<file path="src/rtl/kr_i2c_pkg.sv">
package kr_i2c_pkg;
    localparam int unsigned BYTE_BITS   = 8;
    localparam int unsigned FRAME_BYTES = 4;
    localparam int unsigned IDX_W       = $clog2(FRAME_BYTES);
    localparam int unsigned CNT_W       = $clog2(BYTE_BITS + 1);

    // control byte field positions
    localparam int unsigned CTL_FORCE = 7;
    localparam int unsigned CTL_CLEAR = 6;
    localparam int unsigned CTL_EMPTY = 5;

    typedef enum logic [2:0] {
        ST_IDLE,
        ST_ADDR,
        ST_ADDR_ACK,
        ST_WDATA,
        ST_WDATA_ACK,
        ST_RDATA,
        ST_RACK
    } eng_state_t;
endpackage

</file>
<file path="src/rtl/kr_bus_sampler.sv">
module kr_bus_sampler #(
    parameter int unsigned STAGES = 2
) (
    input  logic clk,
    input  logic rst_n,
    input  logic scl_i,
    input  logic sda_i,
    output logic scl_s,
    output logic sda_s,
    output logic scl_rise,
    output logic scl_fall,
    output logic start_det,
    output logic stop_det
);
    logic [1:0] raw;
    logic [1:0] synced;
    assign raw = {sda_i, scl_i};

    for (genvar g = 0; g < 2; g++) begin : g_sync
        logic [STAGES-1:0] chain_q;
        always_ff @(posedge clk or negedge rst_n) begin
            if (!rst_n) chain_q <= '1;
            else        chain_q <= {chain_q[STAGES-2:0], raw[g]};
        end
        assign synced[g] = chain_q[STAGES-1];
    end

    logic scl_prev_q, sda_prev_q;
    always_ff @(posedge clk or negedge rst_n) begin
        if (!rst_n) begin
            scl_prev_q <= 1'b1;
            sda_prev_q <= 1'b1;
        end else begin
            scl_prev_q <= synced[0];
            sda_prev_q <= synced[1];
        end
    end

    assign scl_s     = synced[0];
    assign sda_s     = synced[1];
    assign scl_rise  = synced[0] & ~scl_prev_q;
    assign scl_fall  = ~synced[0] & scl_prev_q;
    assign start_det = synced[0] & scl_prev_q & sda_prev_q & ~synced[1];
    assign stop_det  = synced[0] & scl_prev_q & ~sda_prev_q & synced[1];
endmodule

</file>
<file path="src/rtl/kr_ctrl_reg.sv">
module kr_ctrl_reg
    import kr_i2c_pkg::*;
(
    input  logic       clk,
    input  logic       rst_n,
    input  logic       wr_en,
    input  logic [1:0] wr_bits,     // {force, clear}
    input  logic       fifo_empty,
    output logic       force_en,
    output logic       clear_pulse,
    output logic [7:0] rd_value
);
    typedef struct packed {
        logic force_en;
        logic clear;
    } ctl_t;

    ctl_t r_q, r_d;

    always_comb begin
        r_d       = r_q;
        r_d.clear = 1'b0;
        if (wr_en) begin
            r_d.force_en = wr_bits[1];
            r_d.clear    = wr_bits[0];
        end
    end

    always_ff @(posedge clk or negedge rst_n) begin
        if (!rst_n) r_q <= '{force_en: 1'b1, clear: 1'b0};
        else        r_q <= r_d;
    end

    always_comb begin
        rd_value            = '0;
        rd_value[CTL_FORCE] = r_q.force_en;
        rd_value[CTL_EMPTY] = fifo_empty;
    end

    assign force_en    = r_q.force_en;
    assign clear_pulse = r_q.clear;

    // force bit follows the written value
    p_force_follows_write_r4: assert property (@(posedge clk) disable iff (!rst_n)
        wr_en |=> (force_en == $past(wr_bits[1])));
    // clear lasts a single cycle
    p_clear_single_r8: assert property (@(posedge clk) disable iff (!rst_n)
        clear_pulse |=> !clear_pulse);
endmodule

</file>
<file path="src/rtl/kr_i2c_engine.sv">
module kr_i2c_engine
    import kr_i2c_pkg::*;
#(
    parameter logic [4:0] ADDR_PREFIX = 5'b01000,
    parameter logic [7:0] CHIP_ID     = 8'h00
) (
    input  logic       clk,
    input  logic       rst_n,
    input  logic       scl_s,
    input  logic       sda_s,
    input  logic       scl_rise,
    input  logic       scl_fall,
    input  logic       start_det,
    input  logic       stop_det,
    input  logic [1:0] addr_pins,
    input  logic [7:0] ctrl_rd,
    input  logic [7:0] fifo_key,
    input  logic [7:0] fifo_dur,
    output logic       sda_oe,
    output logic       fifo_pop,
    output logic       ctrl_wr,
    output logic [1:0] ctrl_wbits
);
    localparam logic [CNT_W-1:0] FULL = CNT_W'(BYTE_BITS);
    localparam logic [IDX_W-1:0] LAST = IDX_W'(FRAME_BYTES - 1);

    typedef struct packed {
        eng_state_t       state;
        logic [CNT_W-1:0] bitcnt;
        logic [7:0]       shreg;
        logic             oe;
        logic             rw;
        logic [IDX_W-1:0] idx;
        logic             acked;
        logic             pop;
        logic             wr;
    } eng_t;

    eng_t r_q, r_d;

    // byte chosen for the next load
    logic [IDX_W-1:0] sel_idx;
    logic [7:0]       sel_byte;
    always_comb begin
        sel_idx = (r_q.state == ST_ADDR_ACK) ? '0 : r_q.idx + IDX_W'(1);
        case (sel_idx)
            IDX_W'(0): sel_byte = CHIP_ID;
            IDX_W'(1): sel_byte = ctrl_rd;
            IDX_W'(2): sel_byte = fifo_key;
            default:   sel_byte = fifo_dur;
        endcase
    end

    always_comb begin
        r_d     = r_q;
        r_d.pop = 1'b0;
        r_d.wr  = 1'b0;
        if (stop_det) begin
            r_d.state = ST_IDLE;
            r_d.oe    = 1'b0;
        end else if (start_det) begin
            r_d.state  = ST_ADDR;
            r_d.bitcnt = '0;
            r_d.oe     = 1'b0;
        end else begin
            case (r_q.state)
                ST_ADDR, ST_WDATA: begin
                    if (scl_rise) begin
                        r_d.shreg  = {r_q.shreg[6:0], sda_s};
                        r_d.bitcnt = r_q.bitcnt + CNT_W'(1);
                    end else if (scl_fall && r_q.bitcnt == FULL) begin
                        if (r_q.state == ST_WDATA) begin
                            r_d.wr    = 1'b1;
                            r_d.oe    = 1'b1;
                            r_d.state = ST_WDATA_ACK;
                        end else if (r_q.shreg[7:1] == {ADDR_PREFIX, addr_pins}) begin
                            r_d.oe    = 1'b1;
                            r_d.rw    = r_q.shreg[0];
                            r_d.state = ST_ADDR_ACK;
                        end else begin
                            r_d.state = ST_IDLE;
                        end
                    end
                end
                ST_ADDR_ACK: begin
                    if (scl_fall) begin
                        r_d.bitcnt = '0;
                        if (r_q.rw) begin
                            r_d.idx   = '0;
                            r_d.shreg = sel_byte;
                            r_d.oe    = ~sel_byte[7];
                            r_d.state = ST_RDATA;
                        end else begin
                            r_d.oe    = 1'b0;
                            r_d.state = ST_WDATA;
                        end
                    end
                end
                ST_WDATA_ACK: begin
                    if (scl_fall) begin
                        r_d.oe    = 1'b0;
                        r_d.state = ST_IDLE;
                    end
                end
                ST_RDATA: begin
                    if (scl_rise) begin
                        r_d.bitcnt = r_q.bitcnt + CNT_W'(1);
                    end else if (scl_fall) begin
                        if (r_q.bitcnt == FULL) begin
                            r_d.oe    = 1'b0;
                            r_d.acked = 1'b0;
                            r_d.state = ST_RACK;
                        end else begin
                            r_d.shreg = {r_q.shreg[6:0], 1'b0};
                            r_d.oe    = ~r_q.shreg[6];
                        end
                    end
                end
                ST_RACK: begin
                    if (scl_rise) begin
                        r_d.acked = ~sda_s;
                        r_d.pop   = ~sda_s && (r_q.idx == LAST);
                    end else if (scl_fall) begin
                        if (r_q.acked && r_q.idx != LAST) begin
                            r_d.idx    = sel_idx;
                            r_d.shreg  = sel_byte;
                            r_d.oe     = ~sel_byte[7];
                            r_d.bitcnt = '0;
                            r_d.state  = ST_RDATA;
                        end else begin
                            r_d.state = ST_IDLE;
                        end
                    end
                end
                default: ;
            endcase
        end
    end

    always_ff @(posedge clk or negedge rst_n) begin
        if (!rst_n) r_q <= '{state: ST_IDLE, default: '0};
        else        r_q <= r_d;
    end

    assign sda_oe     = r_q.oe;
    assign fifo_pop   = r_q.pop;
    assign ctrl_wr    = r_q.wr;
    assign ctrl_wbits = r_q.shreg[7:6];

    // driven data only moves while SCL is low
    p_sda_moves_low_r3: assert property (@(posedge clk) disable iff (!rst_n)
        !$stable(sda_oe) |-> $past(!scl_s));
    // STOP releases the line
    p_stop_releases_r2: assert property (@(posedge clk) disable iff (!rst_n)
        stop_det |=> !sda_oe);
    // pop only follows a sampled acknowledge
    p_pop_on_ack_r6: assert property (@(posedge clk) disable iff (!rst_n)
        fifo_pop |-> $past(scl_s && !sda_s));
    // pop is a single-cycle strobe
    p_pop_single_r6: assert property (@(posedge clk) disable iff (!rst_n)
        fifo_pop |=> !fifo_pop);
endmodule

</file>
<file path="src/rtl/keyremote_i2c_slave.sv">
module keyremote_i2c_slave
    import kr_i2c_pkg::*;
#(
    parameter logic [4:0]  ADDR_PREFIX = 5'b01000,
    parameter logic [7:0]  CHIP_ID     = 8'h00,
    parameter int unsigned SYNC_STAGES = 2
) (
    input  logic       clk,
    input  logic       rst_n,
    input  logic       scl_i,
    input  logic       sda_i,
    output logic       sda_oe,
    input  logic [1:0] addr_pins,
    input  logic [7:0] fifo_key,
    input  logic [7:0] fifo_dur,
    input  logic       fifo_empty,
    output logic       fifo_pop,
    output logic       fifo_clear,
    output logic       force_en
);
    logic scl_s, sda_s, scl_rise, scl_fall, start_det, stop_det;
    logic ctrl_wr;
    logic [1:0] ctrl_wbits;
    logic [7:0] ctrl_rd;

    kr_bus_sampler #(.STAGES(SYNC_STAGES)) u_sampler (
        .clk       (clk),
        .rst_n     (rst_n),
        .scl_i     (scl_i),
        .sda_i     (sda_i),
        .scl_s     (scl_s),
        .sda_s     (sda_s),
        .scl_rise  (scl_rise),
        .scl_fall  (scl_fall),
        .start_det (start_det),
        .stop_det  (stop_det)
    );

    kr_i2c_engine #(.ADDR_PREFIX(ADDR_PREFIX), .CHIP_ID(CHIP_ID)) u_engine (
        .clk        (clk),
        .rst_n      (rst_n),
        .scl_s      (scl_s),
        .sda_s      (sda_s),
        .scl_rise   (scl_rise),
        .scl_fall   (scl_fall),
        .start_det  (start_det),
        .stop_det   (stop_det),
        .addr_pins  (addr_pins),
        .ctrl_rd    (ctrl_rd),
        .fifo_key   (fifo_key),
        .fifo_dur   (fifo_dur),
        .sda_oe     (sda_oe),
        .fifo_pop   (fifo_pop),
        .ctrl_wr    (ctrl_wr),
        .ctrl_wbits (ctrl_wbits)
    );

    kr_ctrl_reg u_ctrl (
        .clk         (clk),
        .rst_n       (rst_n),
        .wr_en       (ctrl_wr),
        .wr_bits     (ctrl_wbits),
        .fifo_empty  (fifo_empty),
        .force_en    (force_en),
        .clear_pulse (fifo_clear),
        .rd_value    (ctrl_rd)
    );
endmodule

</file>
<file path="config.mk">
export PLATFORM = sky130hd
export DESIGN_NAME = keyremote_i2c_slave
export DESIGN_NICKNAME = d
export VERILOG_FILES = /design/src/rtl/kr_i2c_pkg.sv /design/src/rtl/kr_bus_sampler.sv /design/src/rtl/kr_ctrl_reg.sv /design/src/rtl/kr_i2c_engine.sv /design/src/rtl/keyremote_i2c_slave.sv
export SDC_FILE = /design/constraint.sdc
export NUM_CORES = 1
export LEC_CHECK = 0
export BUFFER_PORTS_ARGS = -buffer_cell sky130_fd_sc_hd__buf_2
export CAP_MARGIN = 25
export CORE_ASPECT_RATIO = 1.5
export CORE_UTILIZATION = 55
export DETAILED_ROUTE_END_ITERATION = 8
export PLACE_DENSITY = 0.83
export RECOVER_POWER = 25
export SYNTH_ARGS = -nofsm -noshare
export SYNTH_HDL_FRONTEND = slang
export SYNTH_SLANG_ARGS = --single-unit
</file>
<file path="constraint.sdc">
create_clock -name clk -period 2.8 [get_ports clk]
set_input_delay 0 -clock clk [delete_from_list [all_inputs] [get_ports clk]]
set_output_delay 0 -clock clk [all_outputs]
set_load 0.02 [all_outputs]
</file>
==> results of run 1 <==
cells in the mapped netlist, types with 2 or more instances:
library cell and instances:
a211oi_1 2, a21oi_1 6, a21oi_2 2, a22o_1 2, a22oi_1 2, and2_1 3
buf_2 5, buf_4 2, dfrtp_1 23, dfstp_2 7, ha_1 3, inv_1 5
inv_2 2, mux2_2 4, mux2_4 8, mux2i_1 8, nand2_1 17, nand2b_1 6
nand3_1 8, nand3b_1 2, nor2_1 10, nor2b_1 2, nor4_1 4, o21a_1 2
o21ai_0 17, o22ai_1 4, o31ai_1 2, o32ai_1 2, xnor2_1 2
power groups by stage:
stage | logic, W | clock network [W] | registers [W]
after floorplan | 0.000554 | 0 | 0.000600
after global placement | 0.000616 | 0 | 0.000648
after detailed placement | 0.000636 | 0 | 0.000651
after CTS | 0.000642 | 0.000364 | 0.000645
after global routing | 0.000694 | 0.000380 | 0.000660
final | 0.000641 | 0.000361 | 0.000649
metal layers:
metal | share of wire [%] | GRT usage (%)
met5 | 0 | 0
met4 | 3.2 | 15.9
met3 | 5.0 | 5.73
met2 | 53 | 47.1
met1 | 39 | 28.4
kinds of logic (layout without fill, tap and decap cells):
| group | Yosys count | count (layout) | share of synthesized area [%] |
|---|---|---|---|
| simple gates | 65 | 65 | 18.8 |
| compound gates | 53 | 53 | 20.7 |
| flops | 30 | 30 | 39.7 |
| mux | 21 | 21 | 13.4 |
| buf+inv | 16 | 46 | 4.05 |
| fa+ha+maj | 3 | 3 | 1.96 |
| xor+xnor | 3 | 3 | 1.37 |
per-stage QoR:
stage | total power, W | utilization [%]
2_1_floorplan | 0.00115 | -
3_3_place_gp | 0.00126 | 63.8
3_5_place_dp | 0.00129 | 63.8
4_1_cts | 0.00165 | 67.6
5_1_grt | 0.00173 | 67.5
6_report | 0.00165 | 67.5
how the worst max path moves through the flow:
stage	slack, ns	depth (start not counted)	startpoint	to
2_1_floorplan	0.93	6	u_sampler.g_sync[1].chain_q[1]	u_engine.r_q[19]
3_3_place_gp	0.72	5	u_engine.r_q[21]	u_engine.r_q[9]
3_5_place_dp	0.71	5	u_engine.r_q[21]	u_engine.r_q[9]
4_1_cts	0.70	5	u_engine.r_q[21]	u_engine.r_q[9]
5_1_grt	0.57	5	u_engine.r_q[21]	u_engine.r_q[9]
6_report	0.68	5	u_engine.r_q[21]	u_engine.r_q[9]
critical path, cell delays in order (launching register included):
cell and delay (ns):
dfrtp_1 0.70, inv_2 0.23, a211oi_2 0.26, a21oi_2 0.07
o221ai_4 0.39, mux2_4 0.35
layout make-up:
| type | count | area share, % |
|---|---|---|
| sequential | 30 | 34.9 |
| inverter | 7 | 1.21 |
| timing repair buffer | 31 | 7.94 |
| clock inverter | 1 | 0.230 |
| multi-input combinational | 145 | 49.5 |
| tap | 40 | 2.30 |
| clock buffer | 7 | 3.97 |
==> impl_metrics.json, run 1 <==
{
  "drive_gt1_share_pct": 29.4,
  "start_util_pct": 59.4,
  "fillCellCount": 250,
  "regArea_um2": 759,
  "cts_tree": "done",
  "layout.nets": 246,
  "fin_ws_ns": 0.678,
  "area_growth_pct": 13.7,
  "mostFrequentLayoutCell": "buf_2",
  "ant_nets": 0,
  "core_area_um2": 3220,
  "die-width_um": 50.2,
  "instances_no_fill": 261,
  "synth.largest_area_cell": "dfrtp_1",
  "multi_input_area_um2": 1080,
  "cts_resized": 0,
  "final_cell_mix": "24 x buf_2, 23 x dfrtp_1, 17 x nand2_1, 17 x o21ai_0, 10 x nor2_1",
  "clkSinkCount": 30,
  "power_density_nw_per_um2": 758,
  "post-route-drc-count": 0,
  "postSynthCellCount": 191,
  "dpl_cell_area_um2": 2060,
  "fp.dieArea_um2": 3720,
  "globalplace.congestion": 0.882,
  "path_max_fanout": 17,
  "synth_ff_type": "dfrtp_1",
  "cts_setup_buffers": 0,
  "insertedDiodeCount": 0,
  "synth_top_area_share_pct": 30.1,
  "port_buffers": 26,
  "antenna_found_initial": 0,
  "clk_pin_slew_worst_paths_ns": 0.06,
  "viasPerCell": 6.11,
  "holdPathEnd": "u_engine.r_q[11]",
  "die_h_um": 74.2,
  "floorplan.rows": 25,
  "peakVddDrop_v": 0.000641,
  "ys_async_sr_fraction_pct": 100,
  "num_vias": 1596,
  "ctsLongestPathBuffers": 2,
  "numCtsBuffers": 5,
  "end_kind": "register",
  "hp-start": "fifo_dur[4]",
  "synth.distinct_cells": 58,
  "violations": "max-capacitance violations, max-slew violations",
  "rr_endpoint": "u_engine.r_q[9]",
  "clock_latency_ns": 0.29,
  "max_freq_mhz": 471,
  "h-tree-depth": 2,
  "dp_cells": 250,
  "cap_violations": 1,
  "grtUsageTotal_pct": 26.5,
  "layout_min_cycle_time_ns": 2.12,
  "ff2ff_setup_slack_ns": 0.68,
  "synth_area_um2": 1910,
  "critPathLaunchType": "register",
  "final_area_um2": 2180,
  "intPower_w": 0.00108,
  "cts-root-buf": "clkbuf_8",
  "critical_path.reg2reg.startpoint": "u_engine.r_q[21]",
  "ys_ff_latch": 30,
  "ys_top_cells_by_area": "dfrtp_1 30%, dfstp_2 9.6%, mux2_4 6.3%",
  "yosysWarnings": 0,
  "worst_ep_arrival_time_ns": 2.29,
  "path_class": "register to register",
  "grt_pass1_wl_um": 7170,
  "tightest_slew_ns": 1.64,
  "worstRegToRegCells": 5,
  "finalHoldViolCount": 0,
  "finClkSkew_ns": 0.00536,
  "ctsHoldBuffers": 3,
  "finalMaxSlewViolations": 31,
  "setup_violations": 0,
  "routedWlPerCell_um": 16.8,
  "leakage_nw": 0.930,
  "holdPathStages": 4,
  "rsz0062_at_grt": "false",
  "combPwrFrac_pct": 38.8,
  "slew_headroom_pct": -9.08,
  "grt_start_max_net_pins": 31,
  "syn_avg_cell_area_um2": 10.0,
  "setup_tns_ns": 0,
  "clockPowerShare_pct": 21.9,
  "drt_iter0_drc": 66,
  "largest_register_ffs": 17,
  "place_worst_setup_slack_ns": 0.713,
  "wirelength_um": 4380,
  "first_pass_iters": 4,
  "synth_fp_nets": 217,
  "power_frac_seq_pct": 39.3,
  "grt_pass1_vias": 1526,
  "yosysSeqAreaShare_pct": 39.7,
  "period_share_pct": 75.8,
  "netSwitchingPower_w": 0.000573,
  "synth_edf_count": 0,
  "cp.required_ns": 2.97,
  "status": "finished with violations",
  "holdCritPathClass": "input pin to register",
  "largest_register": "u_engine.r_q",
  "hpwlAfterDp_um": 3190,
  "fin_hold_ws_ns": 0.160,
  "overflow": 0,
  "num_io_pins": 27,
  "switching_share_pct": 34.8
}
(Power assumes the default switching activity.)
==> inputs of run 2 (changes only) <==
Clock period 2.8 ns to 2.1 ns, I/O delays scaled along.
==> impl_metrics.json, run 2 (synthesized netlist as in run 1, its figures left out) <==
{
  "hpwlAfterDp_um": 3430,
  "path_max_fanout": 5,
  "port_buffers": 26,
  "final_cell_mix": "23 x buf_2, 23 x dfrtp_1, 17 x nand2_1, 17 x o21ai_0, 10 x nor2_1",
  "finalHoldViolCount": 0,
  "cts_tree": "done",
  "power_density_nw_per_um2": 1020,
  "period_share_pct": 96.4,
  "cts-root-buf": "clkbuf_8",
  "die_h_um": 74.2,
  "critical_path.reg2reg.startpoint": "u_engine.r_q[15]",
  "rsz0062_at_grt": "false",
  "cap_violations": 1,
  "grt_start_max_net_pins": 31,
  "tightest_slew_ns": 1.60,
  "slew_headroom_pct": -6.94,
  "num_vias": 1663,
  "post-route-drc-count": 0,
  "antenna_found_initial": 0,
  "largest_register_ffs": 17,
  "setup_tns_ns": 0,
  "fp.dieArea_um2": 3720,
  "layout.nets": 251,
  "max_freq_mhz": 494,
  "end_kind": "register",
  "cp.required_ns": 2.28,
  "worst_ep_arrival_time_ns": 2.20,
  "die-width_um": 50.2,
  "ant_nets": 0,
  "area_growth_pct": 16.1,
  "ctsLongestPathBuffers": 2,
  "total_power_w": 0.00227,
  "setup_violations": 0,
  "violations": "max-capacitance violations, max-slew violations",
  "viasPerCell": 6.25,
  "leakage_nw": 0.954,
  "critPathLaunch": "u_engine.r_q[15]",
  "num_io_pins": 27,
  "overflow": 0,
  "critPathLaunchType": "register",
  "drt_iter0_drc": 96,
  "layout_min_cycle_time_ns": 2.02,
  "holdCritPathClass": "input pin to register",
  "numCtsBuffers": 5,
  "cts_setup_buffers": 0,
  "clock_latency_ns": 0.29,
  "globalplace.congestion": 0.865,
  "grt_pass1_wl_um": 7730,
  "wirelength_um": 4910,
  "peakVddDrop_v": 0.000816,
  "first_pass_iters": 4,
  "grtUsageTotal_pct": 29.0,
  "routedWlPerCell_um": 18.5,
  "status": "finished with violations",
  "h-tree-depth": 2,
  "finalMaxSlewViolations": 31,
  "insertedDiodeCount": 0,
  "drive_gt1_share_pct": 32.3,
  "core_area_um2": 3220,
  "clk_pin_slew_worst_paths_ns": 0.07,
  "hp-start": "fifo_dur[1]",
  "grt_pass1_vias": 1704,
  "start_util_pct": 59.4,
  "floorplan.rows": 25,
  "largest_register": "u_engine.r_q",
  "clkSinkCount": 30,
  "path_class": "register to register",
  "finClkSkew_ns": 0.00301
}
==> run 2: cell types whose count changed in the layout (fill, tap and decap cells not counted) <==
cell        change
dfstp_1         -2
dfstp_2         +2
nand3_1         -1
clkinvlp_4      +1
nand3_2         +1
buf_4           +5
buf_2           -1
==> run 2: metal layers <==
| metal | global-route usage (%) | share of wire [%] |
|---|---|---|
| met3 | 3.68 | 4.4 |
| met4 | 19.7 | 5.3 |
| met5 | 0 | 0 |
| met1 | 29.0 | 36 |
| met2 | 54.8 | 54 |
==> run 2: metrics by stage <==
stage               hold WS, ns  util (%)  cells  cell area (um^2)  setup slack (ns)
floorplan                -0.296         -    191              1910             0.234
global placement         0.0553      65.0    255              2090             0.126
detailed placement       0.0727      65.0    255              2090             0.104
finish                    0.146      68.9    266              2220            0.0750
CTS                       0.153      68.9    266              2220            0.0837
global route              0.172      68.9    266              2220            0.0176
==> run 2: worst max-delay path, stage by stage, from the launching register on <==
cell      delay, ns
dfrtp_1        0.42
inv_1          0.08
ha_1           0.14
nand3b_1       0.16
nand2b_1       0.29
a31oi_2        0.27
o21a_1         0.22
mux2_1         0.33
==> run 2: worst paths after layout <==
kind                       cells past startpoint                             end  slack [ns]
max in group asynchronous                      2                 u_engine.r_q[8]        0.53
max reg2reg                                    7                u_engine.r_q[19]        0.08
min                                            4                 u_engine.r_q[8]        0.15
min in group asynchronous                      2                 u_engine.r_q[4]        0.64
min reg2reg                                    0  u_sampler.g_sync[1].chain_q[1]        0.36
max                                            7                u_engine.r_q[19]        0.08
==> run 2: where the power goes <==
group / leakage, nW / total (W) / internal, W / switching, W
Clock: 0.0472 / 0.000506 / 0.000263 / 0.000243
Combinational: 0.531 / 0.000936 / 0.000484 / 0.000452
Sequential: 0.376 / 0.000829 / 0.000704 / 0.000124
==> run 2: final cells by class <==
cell class	count	area [um^2]
Fill cell	255	1000
Sequential cell	30	759
Multi-Input combinational cell	145	1080
Inverter	7	26.3
Clock buffer	6	82.6
Tap cell	40	50.0
Timing Repair Buffer	36	209
Clock inverter	2	12.5
==> run 2: what timing repair did <==
action	CTS	global route
hold buffers	3	0
setup endpoints to repair	0	1
resized for setup	0	1
endpoints found under the hold margin	25	0
